[src/rtl/pll_seq_pkg.sv]
package pll_seq_pkg;

    // Request field widths
    parameter int NR_W = 7;
    parameter int NF_W = 13;
    parameter int NO_W = 5;

    // Write port geometry
    parameter int ADDR_W = 3;
    parameter int DATA_W = 16;

    // Field placement inside the control words
    parameter int NR_LSB  = 8;
    parameter int NR_FLD  = 6;
    parameter int NO_LSB  = 0;
    parameter int NO_FLD  = 4;
    parameter int NF_FLD  = 13;
    parameter int BW_FLD  = 12;
    parameter int RST_BIT = 5;
    parameter int MODE_FLD = 2;

    // Target addresses
    parameter logic [ADDR_W-1:0] A_CON0 = 3'd0;
    parameter logic [ADDR_W-1:0] A_CON1 = 3'd1;
    parameter logic [ADDR_W-1:0] A_CON2 = 3'd2;
    parameter logic [ADDR_W-1:0] A_CON3 = 3'd3;
    parameter logic [ADDR_W-1:0] A_MODE = 3'd4;

    // Mode encodings
    parameter logic [DATA_W-1:0] MODE_SLOW   = 16'h0000;
    parameter logic [DATA_W-1:0] MODE_NORMAL = 16'h0001;

    typedef enum logic [3:0] {
        S_IDLE,
        S_CHECK,
        S_REJECT,
        S_SLOW,
        S_RST_ON,
        S_CON0,
        S_CON1,
        S_CON2,
        S_SETTLE,
        S_RST_OFF,
        S_POLL,
        S_NORMAL,
        S_DONE,
        S_ABORT,
        S_FAIL
    } seq_state_e;

    typedef struct packed {
        logic [NR_W-1:0] nr;
        logic [NF_W-1:0] nf;
        logic [NO_W-1:0] no;
    } div_req_t;

endpackage

[src/rtl/pll_req_check.sv]
module pll_req_check
    import pll_seq_pkg::*;
#(
    parameter int REF_KHZ     = 24000,
    parameter int VCO_MIN_KHZ = 440000,
    parameter int VCO_MAX_KHZ = 2200000,
    parameter int OUT_MIN_KHZ = 27500,
    parameter int NR_MAX      = 64,
    parameter int NO_MAX      = 16
) (
    input  div_req_t req,
    output logic     legal
);

    localparam int PW = 64;

    logic [PW-1:0] ref_prod;
    logic [PW-1:0] vco_lo;
    logic [PW-1:0] vco_hi;
    logic [PW-1:0] out_lo;
    logic          range_ok;
    logic          no_shape_ok;
    logic          freq_ok;

    always_comb begin
        // Cross-multiplied so no division is needed
        ref_prod = PW'(REF_KHZ) * PW'(req.nf);
        vco_lo   = PW'(VCO_MIN_KHZ) * PW'(req.nr);
        vco_hi   = PW'(VCO_MAX_KHZ) * PW'(req.nr);
        out_lo   = PW'(OUT_MIN_KHZ) * PW'(req.nr) * PW'(req.no);

        range_ok    = (req.nr != '0) && (int'(req.nr) <= NR_MAX) &&
                      (req.no != '0) && (int'(req.no) <= NO_MAX) &&
                      (req.nf != '0);
        no_shape_ok = (req.no == NO_W'(1)) || !req.no[0];
        freq_ok     = (ref_prod >= vco_lo) && (ref_prod <= vco_hi) &&
                      (ref_prod >= out_lo);

        legal = range_ok && no_shape_ok && freq_ok;
    end

endmodule

[src/rtl/pll_word_fmt.sv]
module pll_word_fmt
    import pll_seq_pkg::*;
(
    input  div_req_t          req,
    output logic [DATA_W-1:0] con0,
    output logic [DATA_W-1:0] con1,
    output logic [DATA_W-1:0] con2
);

    logic [NR_W-1:0] nr_m1;
    logic [NO_W-1:0] no_m1;
    logic [NF_W-1:0] nf_m1;
    logic [NF_W-1:0] bw_val;

    always_comb begin
        nr_m1  = req.nr - NR_W'(1);
        no_m1  = req.no - NO_W'(1);
        nf_m1  = req.nf - NF_W'(1);
        bw_val = (req.nf >> 1) - NF_W'(1);

        con0 = '0;
        con0[NR_LSB +: NR_FLD] = nr_m1[NR_FLD-1:0];
        con0[NO_LSB +: NO_FLD] = no_m1[NO_FLD-1:0];

        con1 = '0;
        con1[NF_FLD-1:0] = nf_m1[NF_FLD-1:0];

        con2 = '0;
        con2[BW_FLD-1:0] = bw_val[BW_FLD-1:0];
    end

endmodule

[src/rtl/pll_seq_timer.sv]
module pll_seq_timer #(
    parameter int W = 8
) (
    input  logic         clk,
    input  logic         rst_n,
    input  logic         clear,
    input  logic [W-1:0] limit,
    output logic         hit
);

    logic [W-1:0] cnt;

    always_ff @(posedge clk or negedge rst_n) begin
        if (!rst_n) begin
            cnt <= '0;
        end else if (clear) begin
            cnt <= '0;
        end else begin
            cnt <= cnt + W'(1);
        end
    end

    assign hit = (cnt == limit - W'(1));

endmodule

[src/rtl/pll_retune_seq.sv]
module pll_retune_seq
    import pll_seq_pkg::*;
#(
    parameter int REF_KHZ    = 24000,
    parameter int CYC_PER_US = 125,
    parameter int SETTLE_US  = 10,
    parameter int LOCK_POLLS = 500
) (
    input  logic              clk,
    input  logic              rst_n,
    input  logic              req_valid,
    input  logic [NR_W-1:0]   req_nr,
    input  logic [NF_W-1:0]   req_nf,
    input  logic [NO_W-1:0]   req_no,
    input  logic              pll_locked,
    output logic              busy,
    output logic              done,
    output logic              error,
    output logic              wr_en,
    output logic [ADDR_W-1:0] wr_addr,
    output logic [DATA_W-1:0] wr_data,
    output logic [DATA_W-1:0] wr_mask
);

    localparam int SETTLE_CYC = SETTLE_US * CYC_PER_US;
    localparam int TMR_MAX    = (SETTLE_CYC > CYC_PER_US) ? SETTLE_CYC : CYC_PER_US;
    localparam int TMR_W      = $clog2(TMR_MAX + 1);
    localparam int TRY_W      = $clog2(LOCK_POLLS + 1);

    localparam logic [DATA_W-1:0] MODE_MASK = DATA_W'((1 << MODE_FLD) - 1);
    localparam logic [DATA_W-1:0] RST_MASK  = DATA_W'(1) << RST_BIT;
    localparam logic [DATA_W-1:0] CON0_MASK =
        (DATA_W'((1 << NR_FLD) - 1) << NR_LSB) | (DATA_W'((1 << NO_FLD) - 1) << NO_LSB);
    localparam logic [DATA_W-1:0] CON1_MASK = DATA_W'((1 << NF_FLD) - 1);
    localparam logic [DATA_W-1:0] CON2_MASK = DATA_W'((1 << BW_FLD) - 1);

    seq_state_e state;
    seq_state_e nxt;

    div_req_t          req_q;
    logic              legal;
    logic [DATA_W-1:0] con0_w;
    logic [DATA_W-1:0] con1_w;
    logic [DATA_W-1:0] con2_w;

    logic              tmr_clear;
    logic              tmr_hit;
    logic [TMR_W-1:0]  tmr_limit;
    logic [TRY_W-1:0]  tries_q;
    logic              try_last;

    // ---------------- datapath pieces ----------------
    pll_req_check #(
        .REF_KHZ (REF_KHZ)
    ) u_check (
        .req   (req_q),
        .legal (legal)
    );

    pll_word_fmt u_fmt (
        .req  (req_q),
        .con0 (con0_w),
        .con1 (con1_w),
        .con2 (con2_w)
    );

    assign tmr_limit = (state == S_SETTLE) ? TMR_W'(SETTLE_CYC) : TMR_W'(CYC_PER_US);
    assign tmr_clear = !((state == S_SETTLE) || (state == S_POLL)) ||
                       ((state == S_POLL) && tmr_hit);

    pll_seq_timer #(
        .W (TMR_W)
    ) u_timer (
        .clk   (clk),
        .rst_n (rst_n),
        .clear (tmr_clear),
        .limit (tmr_limit),
        .hit   (tmr_hit)
    );

    assign try_last = (tries_q == TRY_W'(LOCK_POLLS - 1));

    // ---------------- next state ----------------
    always_comb begin
        nxt = state;
        unique case (state)
            S_IDLE:    if (req_valid) nxt = S_CHECK;
            S_CHECK:   nxt = legal ? S_SLOW : S_REJECT;
            S_REJECT:  nxt = S_IDLE;
            S_SLOW:    nxt = S_RST_ON;
            S_RST_ON:  nxt = S_CON0;
            S_CON0:    nxt = S_CON1;
            S_CON1:    nxt = S_CON2;
            S_CON2:    nxt = S_SETTLE;
            S_SETTLE:  if (tmr_hit) nxt = S_RST_OFF;
            S_RST_OFF: nxt = S_POLL;
            S_POLL: begin
                if (tmr_hit) begin
                    if (pll_locked) begin
                        nxt = S_NORMAL;
                    end else if (try_last) begin
                        nxt = S_ABORT;
                    end
                end
            end
            S_NORMAL:  nxt = S_DONE;
            S_DONE:    nxt = S_IDLE;
            S_ABORT:   nxt = S_FAIL;
            S_FAIL:    nxt = S_IDLE;
            default:   nxt = S_IDLE;
        endcase
    end

    // ---------------- state register ----------------
    always_ff @(posedge clk or negedge rst_n) begin
        if (!rst_n) begin
            state   <= S_IDLE;
            req_q   <= '0;
            tries_q <= '0;
        end else begin
            state <= nxt;
            if ((state == S_IDLE) && req_valid) begin
                req_q.nr <= req_nr;
                req_q.nf <= req_nf;
                req_q.no <= req_no;
            end
            if (state != S_POLL) begin
                tries_q <= '0;
            end else if (tmr_hit && !pll_locked) begin
                tries_q <= tries_q + TRY_W'(1);
            end
        end
    end

    // ---------------- outputs ----------------
    always_comb begin
        busy    = (state != S_IDLE);
        done    = 1'b0;
        error   = 1'b0;
        wr_en   = 1'b0;
        wr_addr = '0;
        wr_data = '0;
        wr_mask = '0;
        unique case (state)
            S_SLOW, S_ABORT: begin
                wr_en   = 1'b1;
                wr_addr = A_MODE;
                wr_data = MODE_SLOW;
                wr_mask = MODE_MASK;
            end
            S_RST_ON: begin
                wr_en   = 1'b1;
                wr_addr = A_CON3;
                wr_data = RST_MASK;
                wr_mask = RST_MASK;
            end
            S_CON0: begin
                wr_en   = 1'b1;
                wr_addr = A_CON0;
                wr_data = con0_w;
                wr_mask = CON0_MASK;
            end
            S_CON1: begin
                wr_en   = 1'b1;
                wr_addr = A_CON1;
                wr_data = con1_w;
                wr_mask = CON1_MASK;
            end
            S_CON2: begin
                wr_en   = 1'b1;
                wr_addr = A_CON2;
                wr_data = con2_w;
                wr_mask = CON2_MASK;
            end
            S_RST_OFF: begin
                wr_en   = 1'b1;
                wr_addr = A_CON3;
                wr_data = '0;
                wr_mask = RST_MASK;
            end
            S_NORMAL: begin
                wr_en   = 1'b1;
                wr_addr = A_MODE;
                wr_data = MODE_NORMAL;
                wr_mask = MODE_MASK;
            end
            S_DONE:             done  = 1'b1;
            S_REJECT, S_FAIL:   error = 1'b1;
            default: ;
        endcase
    end

endmodule

[config.mk]
export PLATFORM = sky130hd
export DESIGN_NAME = pll_retune_seq
export DESIGN_NICKNAME = d
export VERILOG_FILES = /design/src/rtl/pll_seq_pkg.sv /design/src/rtl/pll_req_check.sv /design/src/rtl/pll_word_fmt.sv /design/src/rtl/pll_seq_timer.sv /design/src/rtl/pll_retune_seq.sv
export SDC_FILE = /design/constraint.sdc
export NUM_CORES = 1
export LEC_CHECK = 0
export BUFFER_PORTS_ARGS = -buffer_cell sky130_fd_sc_hd__buf_2
export CORE_MARGIN = 10
export CORE_UTILIZATION = 55
export CTS_CLUSTER_DIAMETER = 60
export DETAILED_ROUTE_END_ITERATION = 10
export PLACE_DENSITY_LB_ADDON = 0.08
export SYNTH_ARGS = -nofsm -noshare
export SYNTH_HDL_FRONTEND = slang
export SYNTH_SLANG_ARGS = --single-unit
export TNS_END_PERCENT = 5
[constraint.sdc]
create_clock -name clk -period 22.7 [get_ports clk]
set_input_delay 1.135 -clock clk [delete_from_list [all_inputs] [get_ports clk]]
set_output_delay 1.135 -clock clk [all_outputs]
set_load 0.05 [all_outputs]
==> results.tsv, run 1 <==
metric	value	unit
status	completed	
Fmax achieved	101	MHz
clock transition at the register clock pins on the worst setup and hold paths after CTS	0.08	ns
synthesized area divided by synthesized cell count	8.70	µm²
floorplan core area	0.0241	mm²
boundary pin count	68	
data arrival time of the worst path	10.04	ns
detail-routed net length per standard cell	17.3	µm
master of the slowest instance on the critical path	sky130_fd_sc_hd__dfrtp_1	
share of layout cells above drive strength 1	7.72	%
Hold WC Path Type	flop to flop	
antenna-violating nets left	0	
sequential fraction of the synthesis area	9.16	%
DIE HEIGHT	176	µm
Slew Limit Fails	0	
total via count after detailed routing	10500	
most common cell after layout, fill and taps aside	sky130_fd_sc_hd__ha_1	
type of element launching the critical path	flop	
total half-perimeter wirelength after legalization and detailed placement	28.0	mm
maximum net fanout on the critical path	11	
Critical Path Most Common Cell	sky130_fd_sc_hd__fa_1	
last weighted congestion value of the routability-driven placer	0.904	
Setup crit end kind	flop	
Max stage delay on crit path	0.63	ns
antenna fix cells	0	
number of instances in the synthesized netlist	1538	
Reg2Reg Setup Slack	12.81	ns
Period Utilization, post-route	43.6	%
total standard cell area after synthesis	0.0134	mm²
most used cells in the layout excluding fill and tap cells	sky130_fd_sc_hd__ha_1, sky130_fd_sc_hd__inv_1, sky130_fd_sc_hd__fa_1, sky130_fd_sc_hd__nor2_1, sky130_fd_sc_hd__nand2_1	
number of buffers on the longest clock path	2	
Area growth syn-to-layout	5.48	%
DRC	0	
via count of the first global-routing pass	10800	
Worst Setup Slack post-DPL	12.88	ns
TritonCTS clock tree	done	
setup violation total in the final timing report	0	
count of nets after finishing	2023	
first-pass GRT wire length	55.9	mm
cts hold-fix bufs	0	
cell depth of the worst hold path	1	
required time at the endpoint of the critical path	22.86	ns
unrepaired setup endpoints after global routing	false	
Clk Latency, worst-skew pair	0.31	ns
instance count after placement with tap cells included	1897	
number of DRC violations after detailed-routing iteration 0	702	
Resized Gates After CTS	0	
Fin. Hold Viols	0	
Worst Slack Setup Final	12.81	ns
Setup Skew	0.00508	ns
final non-filler cell total	1905	
Max-Slew Margin vs Limit	22.5	%
DR vias/cell	5.49	
Reg-to-Reg End	state[0]	
clock root buffer	sky130_fd_sc_hd__clkbuf_16	
Clock Sink Count	49	
WS Path Type	flop to flop	
pin count of the biggest net entering global routing	38	
number of warnings issued by yosys	0	
last element of the critical path	state[0]	
die width	176	µm
floorplan die area	0.0310	mm²
post-layout min period	9.89	ns
overall overflow remaining after global route	0	
slew of the pin with the lowest slew margin	1.13	ns
Overall Global Routing Usage	22.1	%
max-capacitance violation count	0	
RR Startpoint	req_q[21]	
Fin Setup TNS	0	ns
Post-CTS Setup Inserts	0	
H-tree lvl count	2	
Initial Util	55.5	%
most used flip-flop cell after synthesis	sky130_fd_sc_hd__dfrtp_1	
Critical Path Source	req_q[21]	
first-pass detailed-route iteration total	5	
Filler Cells Inserted	2237	
final wirelength	33.0	mm
count of different cell masters after synthesis	66	
initial antenna violation count	0	
depth of the worst register-to-register path	35	
count of flip-flops with a built-in enable after synthesis	0	
number of buffers inserted by port buffering	63	
flip-flop and latch count after synthesis	49	
TritonCTS Buffers	5	
Synth async-reset ratio	100	%
num rows	57	
## per-layer routing
layer  share of wire [%]  GRT usage, %  vias to the layer above
met5                   0             0                        -
met4                 2.1          5.72                        0
met3                 4.5          2.65                       37
met2                  46          36.6                      212
met1                  47          30.0                     5025
li1                    -             -                     5184
## synthesized netlist by cell type (9+ instances only)
cell / instances / area share (%)
sky130_fd_sc_hd__ha_1: 276 / 26
sky130_fd_sc_hd__inv_1: 264 / 7.4
sky130_fd_sc_hd__fa_1: 138 / 21
sky130_fd_sc_hd__nor2_1: 120 / 3.4
sky130_fd_sc_hd__nand2_1: 103 / 2.9
sky130_fd_sc_hd__a21oi_1: 80 / 3.0
sky130_fd_sc_hd__xnor2_1: 69 / 4.5
sky130_fd_sc_hd__o21ai_0: 58 / 2.2
sky130_fd_sc_hd__dfrtp_1: 49 / 9.2
sky130_fd_sc_hd__xor2_1: 46 / 3.0
sky130_fd_sc_hd__a21o_1: 27 / 1.5
sky130_fd_sc_hd__mux2_2: 25 / 2.1
sky130_fd_sc_hd__nand3_1: 21 / 0.79
sky130_fd_sc_hd__and2_1: 19 / 0.89
sky130_fd_sc_hd__clkbuf_1: 19 / 0.53
sky130_fd_sc_hd__nand4_1: 18 / 0.84
sky130_fd_sc_hd__nor3_1: 18 / 0.67
sky130_fd_sc_hd__nor2b_1: 17 / 0.79
sky130_fd_sc_hd__and3_1: 13 / 0.61
sky130_fd_sc_hd__buf_4: 12 / 0.67
sky130_fd_sc_hd__o21a_1: 11 / 0.62
sky130_fd_sc_hd__or2_2: 10 / 0.47
sky130_fd_sc_hd__nand2b_1: 9 / 0.42
sky130_fd_sc_hd__o21bai_1: 9 / 0.50
## stage by stage
step / util [%] / hold slack, ns / cell area, µm²
floorplan: - / 0.488 / 13400
global placement: 57.9 / 0.529 / 14000
detailed placement: 57.9 / 0.545 / 14000
CTS: 58.6 / 0.559 / 14100
global route: 58.6 / 0.597 / 14100
finish: 58.6 / 0.556 / 14100
## worst min path at each step
stage / start / end
final: u_timer.cnt[0] / u_timer.cnt[0]
after global routing: u_timer.cnt[4] / u_timer.cnt[4]
after CTS: u_timer.cnt[0] / u_timer.cnt[0]
after detailed placement: tries_q[8] / tries_q[8]
after global placement: tries_q[7] / tries_q[7]
after floorplan: u_timer.cnt[0] / u_timer.cnt[0]
## flip-flops by register name, summed over array words and instances (netlist names)
register,count
u_timer.cnt,11
req_q,25
state,4
tries_q,9
## cell type report
| class | instances | area (µm²) | area share, % |
|---|---|---|---|
| clock buffers | 5 | 125 | 0.886 |
| clock inverters | 3 | 26.3 | 0.186 |
| inverters | 267 | 1000 | 7.10 |
| multi-input cells | 1191 | 11000 | 77.9 |
| flip-flops and latches | 49 | 1230 | 8.69 |
| well taps | 324 | 405 | 2.87 |
| repair buffers | 66 | 338 | 2.39 |
## worst max-delay path: cells and delay by family (launching register included)
kind	cells	cell delay [ns]
AOI/OAI and AO/OA	13	2.72
xor gates and xnor gates	2	0.55
adders and majority gates	10	4.40
buffers and inverters	5	0.40
DFF	1	0.63
and+or+nand+nor	5	1.04
## logic make-up after synthesis
group	share of synthesized area (%)
AO/OA/AOI/OAI	12.9
XOR/XNOR	7.53
adder cells (fa/ha/maj)	46.4
buffers and inverters	8.78
flip-flops	9.16
multiplexers	2.33
other	0.0280
AND/OR/NAND/NOR	12.9
Power of run 1 is left out: the tool's default activity adds up to more than one toggle a clock period on the data nets, which glitch-free logic cannot reach.
==> run 2: changes to the inputs <==
==> constraint.sdc (replaced) <==
create_clock -name clk -period 8.3 [get_ports clk]
set_input_delay 0.415 -clock clk [delete_from_list [all_inputs] [get_ports clk]]
set_output_delay 0.415 -clock clk [all_outputs]
set_load 0.05 [all_outputs]
==> results.tsv, run 2 (same netlist as run 1, synthesis figures left out) <==
metric	value	unit
status	finished, violations left	
violations in the final reports	negative setup slack	
Area growth syn-to-layout	13.8	%
WS Path Type	flop to flop	
number of buffers inserted by port buffering	63	
Max stage delay on crit path	0.58	ns
Crit path depth	37	
final wirelength	34.5	mm
detail-routed net length per standard cell	17.1	µm
Initial Util	55.5	%
type of element launching the critical path	flop	
floorplan die area	0.0310	mm²
final non-filler cell total	2011	
Worst Slack Setup Final	-0.176	ns
Setup crit end kind	flop	
top register by number of flip-flops	req_q	
critical path's top delay family	adder cells	
Max-Slew Margin vs Limit	45.1	%
number of buffers on the longest clock path	2	
die width	176	µm
slew of the pin with the lowest slew margin	0.824	ns
boundary pin count	68	
master of the slowest instance on the critical path	sky130_fd_sc_hd__fa_2	
buffers and inverters on the worst path	6	
via count of the first global-routing pass	11000	
Setup Skew	0.0100	ns
Overall Global Routing Usage	22.8	%
post-layout min period	8.48	ns
instance count after placement with tap cells included	1990	
Critical Path Most Common Cell	sky130_fd_sc_hd__fa_1	
pin count of the biggest net entering global routing	37	
first-pass GRT wire length	57.2	mm
antenna fix cells	0	
required time at the endpoint of the critical path	8.47	ns
unrepaired setup endpoints after global routing	true	
clock transition at the register clock pins on the worst setup and hold paths after CTS	0.08	ns
depth of the worst register-to-register path	37	
Clk Latency, worst-skew pair	0.32	ns
most used cells in the layout excluding fill and tap cells	sky130_fd_sc_hd__ha_1, sky130_fd_sc_hd__inv_1, sky130_fd_sc_hd__fa_1, sky130_fd_sc_hd__nor2_1, sky130_fd_sc_hd__buf_4	
Clock Sink Count	49	
Non-Filler Cell Area, Final	0.0152	mm²
last weighted congestion value of the routability-driven placer	0.926	
Largest regs	req_q: 25 flops, u_timer.cnt: 11 flops, tries_q: 9 flops	
H-tree lvl count	2	
max-capacitance violation count	0	
Hold WC Path Type	primary input to flop	
DRC	0	
Fmax achieved	118	MHz
Placement Cell Area	0.0148	mm²
TritonCTS clock tree	done	
overall overflow remaining after global route	0	
share of layout cells above drive strength 1	16.7	%
Period Utilization, post-route	102	%
setup violation total in the final timing report	1	
cell depth of the worst hold path	2	
first-pass detailed-route iteration total	5	
floorplan core area	0.0241	mm²
num rows	57	
antenna-violating nets left	0	
initial antenna violation count	0	
TritonCTS Buffers	5	
most common cell after layout, fill and taps aside	sky130_fd_sc_hd__ha_1	
flip-flop count of the largest register, all copies and words added	25	
DIE HEIGHT	176	µm
total half-perimeter wirelength after legalization and detailed placement	29.1	mm
Fin. Hold Viols	0	
count of nets after finishing	2129	
data arrival time of the worst path	8.64	ns
clock root buffer	sky130_fd_sc_hd__clkbuf_16	
DR vias/cell	5.45	
total via count after detailed routing	11000	
Slew Limit Fails	0	
maximum net fanout on the critical path	4	
number of DRC violations after detailed-routing iteration 0	635	
[run 2: cell count changes in the layout (fill, tap and decap cells not counted), sizes merged]
cell	change
buf	+105
clkinvlp	-1
dlygate4sd3	+1
clkinv	+1
[run 2: metal layers]
metal,up-vias,share of wire [%],track usage (%)
met5,-,0,0
met4,0,2.7,6.85
met3,51,5.4,3.67
met2,271,48,38.1
met1,5224,44,29.8
li1,5406,-,-
[run 2: repair_timing]
action / CTS / global route
gates resized for setup: 28 / 11
endpoints found under the setup margin: 1 / 1
endpoints found under the hold margin: 4 / 0
hold buffers: 1 / 0
setup buffers: 9 / 3
pin swaps: 31 / 17
[run 2: metrics by stage]
stage	util (%)	setup WS [ns]	hold WS, ns	setup TNS [ns]
4_1_cts	62.9	-0.187	0.314	-0.187
6_report	63.2	-0.176	0.322	-0.176
3_3_place_gp	61.5	-0.0879	0.341	-0.0879
5_1_grt	63.2	-0.553	0.320	-0.553
2_1_floorplan	-	0.0337	0.119	0
3_5_place_dp	61.5	-0.259	0.347	-0.259
[run 2: final cells by class]
type                    count  area [µm²]
clock buffers               5         125
clock inverters             3        25.0
fillers                  2205        8870
inverters                 267        1000
multi-input cells        1191       11300
flip-flops and latches     49        1230
well taps                 324         405
repair buffers            172        1140
[run 2: path summary, 6_finish.rpt]
path / end / start / slack (ns)
worst max-delay path: state[0] / req_q[21] / -0.18
worst min-delay path: req_q[8] / req_nf[3] / 0.32
worst max register to register: state[0] / req_q[21] / -0.18
worst min register to register: u_timer.cnt[0] / u_timer.cnt[0] / 0.54
max in group asynchronous: tries_q[4] / rst_n / 6.90
min in group asynchronous: req_q[11] / rst_n / 0.55
Power of run 2 is left out for the same reason.
==> run 3: changes to the inputs <==
--- a/config.mk
+++ b/config.mk
@@ -10,6 +10,7 @@
 export CORE_UTILIZATION = 55
 export CTS_CLUSTER_DIAMETER = 60
 export DETAILED_ROUTE_END_ITERATION = 10
+export MAX_ROUTING_LAYER = met4
 export PLACE_DENSITY_LB_ADDON = 0.08
 export SYNTH_ARGS = -nofsm -noshare
 export SYNTH_HDL_FRONTEND = slang
==> results.tsv, run 3 (same netlist as run 1, synthesis figures left out) <==
metric	value	unit
violations in the final reports	negative setup slack	
Critical Path Most Common Cell	sky130_fd_sc_hd__fa_1	
flip-flop count of the largest register, all copies and words added	25	
first-pass detailed-route iteration total	5	
Overall Global Routing Usage	23.5	%
Clk Latency, worst-skew pair	0.31	ns
slew of the pin with the lowest slew margin	0.800	ns
Setup Skew	0.00919	ns
number of DRC violations after detailed-routing iteration 0	640	
Slew Limit Fails	0	
instance count after placement with tap cells included	1990	
number of buffers inserted by port buffering	63	
H-tree lvl count	2	
Fin Setup TNS	-0.179	ns
TritonCTS Buffers	5	
required time at the endpoint of the critical path	8.47	ns
die width	176	µm
Largest regs	req_q: 25 flops, u_timer.cnt: 11 flops, tries_q: 9 flops	
source of the worst hold timing path	req_nf[3]	
most common cell after layout, fill and taps aside	sky130_fd_sc_hd__ha_1	
status	finished, violations left	
hold path endpoint	req_q[8]	
Min Hold Slack	0.324	ns
Worst Slack Setup Final	-0.179	ns
via count of the first global-routing pass	11000	
WS Path Type	flop to flop	
final wirelength	34.4	mm
antenna fix cells	0	
depth of the worst register-to-register path	37	
Reg-to-Reg End	state[0]	
data arrival time of the worst path	8.65	ns
most used cells in the layout excluding fill and tap cells	sky130_fd_sc_hd__ha_1, sky130_fd_sc_hd__inv_1, sky130_fd_sc_hd__fa_1, sky130_fd_sc_hd__nor2_1, sky130_fd_sc_hd__buf_4	
Fin. Hold Viols	0	
master of the slowest instance on the critical path	sky130_fd_sc_hd__fa_1	
Max-Slew Margin vs Limit	46.7	%
DR vias/cell	5.43	
last weighted congestion value of the routability-driven placer	0.940	
final non-filler cell total	2011	
max-capacitance violation count	0	
Period Utilization, post-route	102	%
Reg2Reg Setup Slack	-0.18	ns
number of buffers on the longest clock path	2	
Max stage delay on crit path	0.54	ns
Initial Util	55.5	%
Hold WC Path Type	primary input to flop	
num rows	57	
top register by number of flip-flops	req_q	
unrepaired setup endpoints after global routing	true	
floorplan die area	0.0310	mm²
post-layout min period	8.48	ns
antenna-violating nets left	0	
total half-perimeter wirelength after legalization and detailed placement	29.1	mm
Area growth syn-to-layout	13.8	%
clock transition at the register clock pins on the worst setup and hold paths after CTS	0.08	ns
TritonCTS clock tree	done	
first-pass GRT wire length	57.3	mm
pin count of the biggest net entering global routing	37	
detail-routed net length per standard cell	17.1	µm
Fmax achieved	118	MHz
floorplan core area	0.0241	mm²
share of layout cells above drive strength 1	16.7	%
DIE HEIGHT	176	µm
setup violation total in the final timing report	1	
boundary pin count	68	
cell depth of the worst hold path	2	
maximum net fanout on the critical path	4	
type of element launching the critical path	flop	
overall overflow remaining after global route	0	
total via count after detailed routing	10900	
DRC	0	
clock root buffer	sky130_fd_sc_hd__clkbuf_16	
buffers and inverters on the worst path	6	
Setup crit end kind	flop	
count of nets after finishing	2129	
Clock Sink Count	49	
Worst Setup Slack post-DPL	-0.259	ns
RR Startpoint	req_q[22]	
initial antenna violation count	0	
critical path's top delay family	adder cells	
run 3: cell counts in the layout (fill, tap and decap cells not counted):
Identical to the previous run, type by type.
run 3: worst max-delay path by stage:
stage          cells after the start       end  startpoint  slack (ns)
2_1_floorplan                     37  state[0]   req_q[21]        0.03
3_3_place_gp                      34  state[0]   req_q[23]       -0.09
3_5_place_dp                      36  state[0]   req_q[22]       -0.26
4_1_cts                           37  state[0]   req_q[21]       -0.19
5_1_grt                           37  state[0]   req_q[23]       -0.55
6_report                          37  state[0]   req_q[22]       -0.18
run 3: metal layers:
metal	share of wire, %	global-route usage (%)	up-vias
met5	0	-	-
met4	2.8	6.85	0
met3	5.4	3.65	53
met2	47	38.1	265
met1	44	29.9	5205
li1	-	-	5398
run 3: cell type report:
class | instances | area [µm²]
timing repair buffer | 172 | 1140
inverter | 267 | 1000
fill | 2205 | 8870
sequential | 49 | 1230
clock inverter | 3 | 25.0
tap | 324 | 405
clock buffer | 5 | 125
multi-input combinational | 1191 | 11300
run 3: stage by stage:
step	area (µm²)	util [%]
after CTS	15200	62.9
final	15200	63.2
after global routing	15200	63.2
after global placement	14800	61.5
after detailed placement	14800	61.5
after floorplan	13600	-
run 3: worst register-to-register path, delay by kind of cell (launching register included):
kind,cells,cell delay [ns]
compound gates,14,2.23
xor+xnor,2,0.36
fa+ha+maj,10,3.72
buf+inv,6,0.50
flops,1,0.43
simple gates,5,1.05
run 3: what timing repair did:
item	in CTS	in global routing
setup buffers	9	3
hold endpoints to repair	4	0
hold buffers	1	0
resized for setup	28	11
setup endpoints to repair	1	1
pin swaps	31	17
Power of run 3 is left out for the same reason.
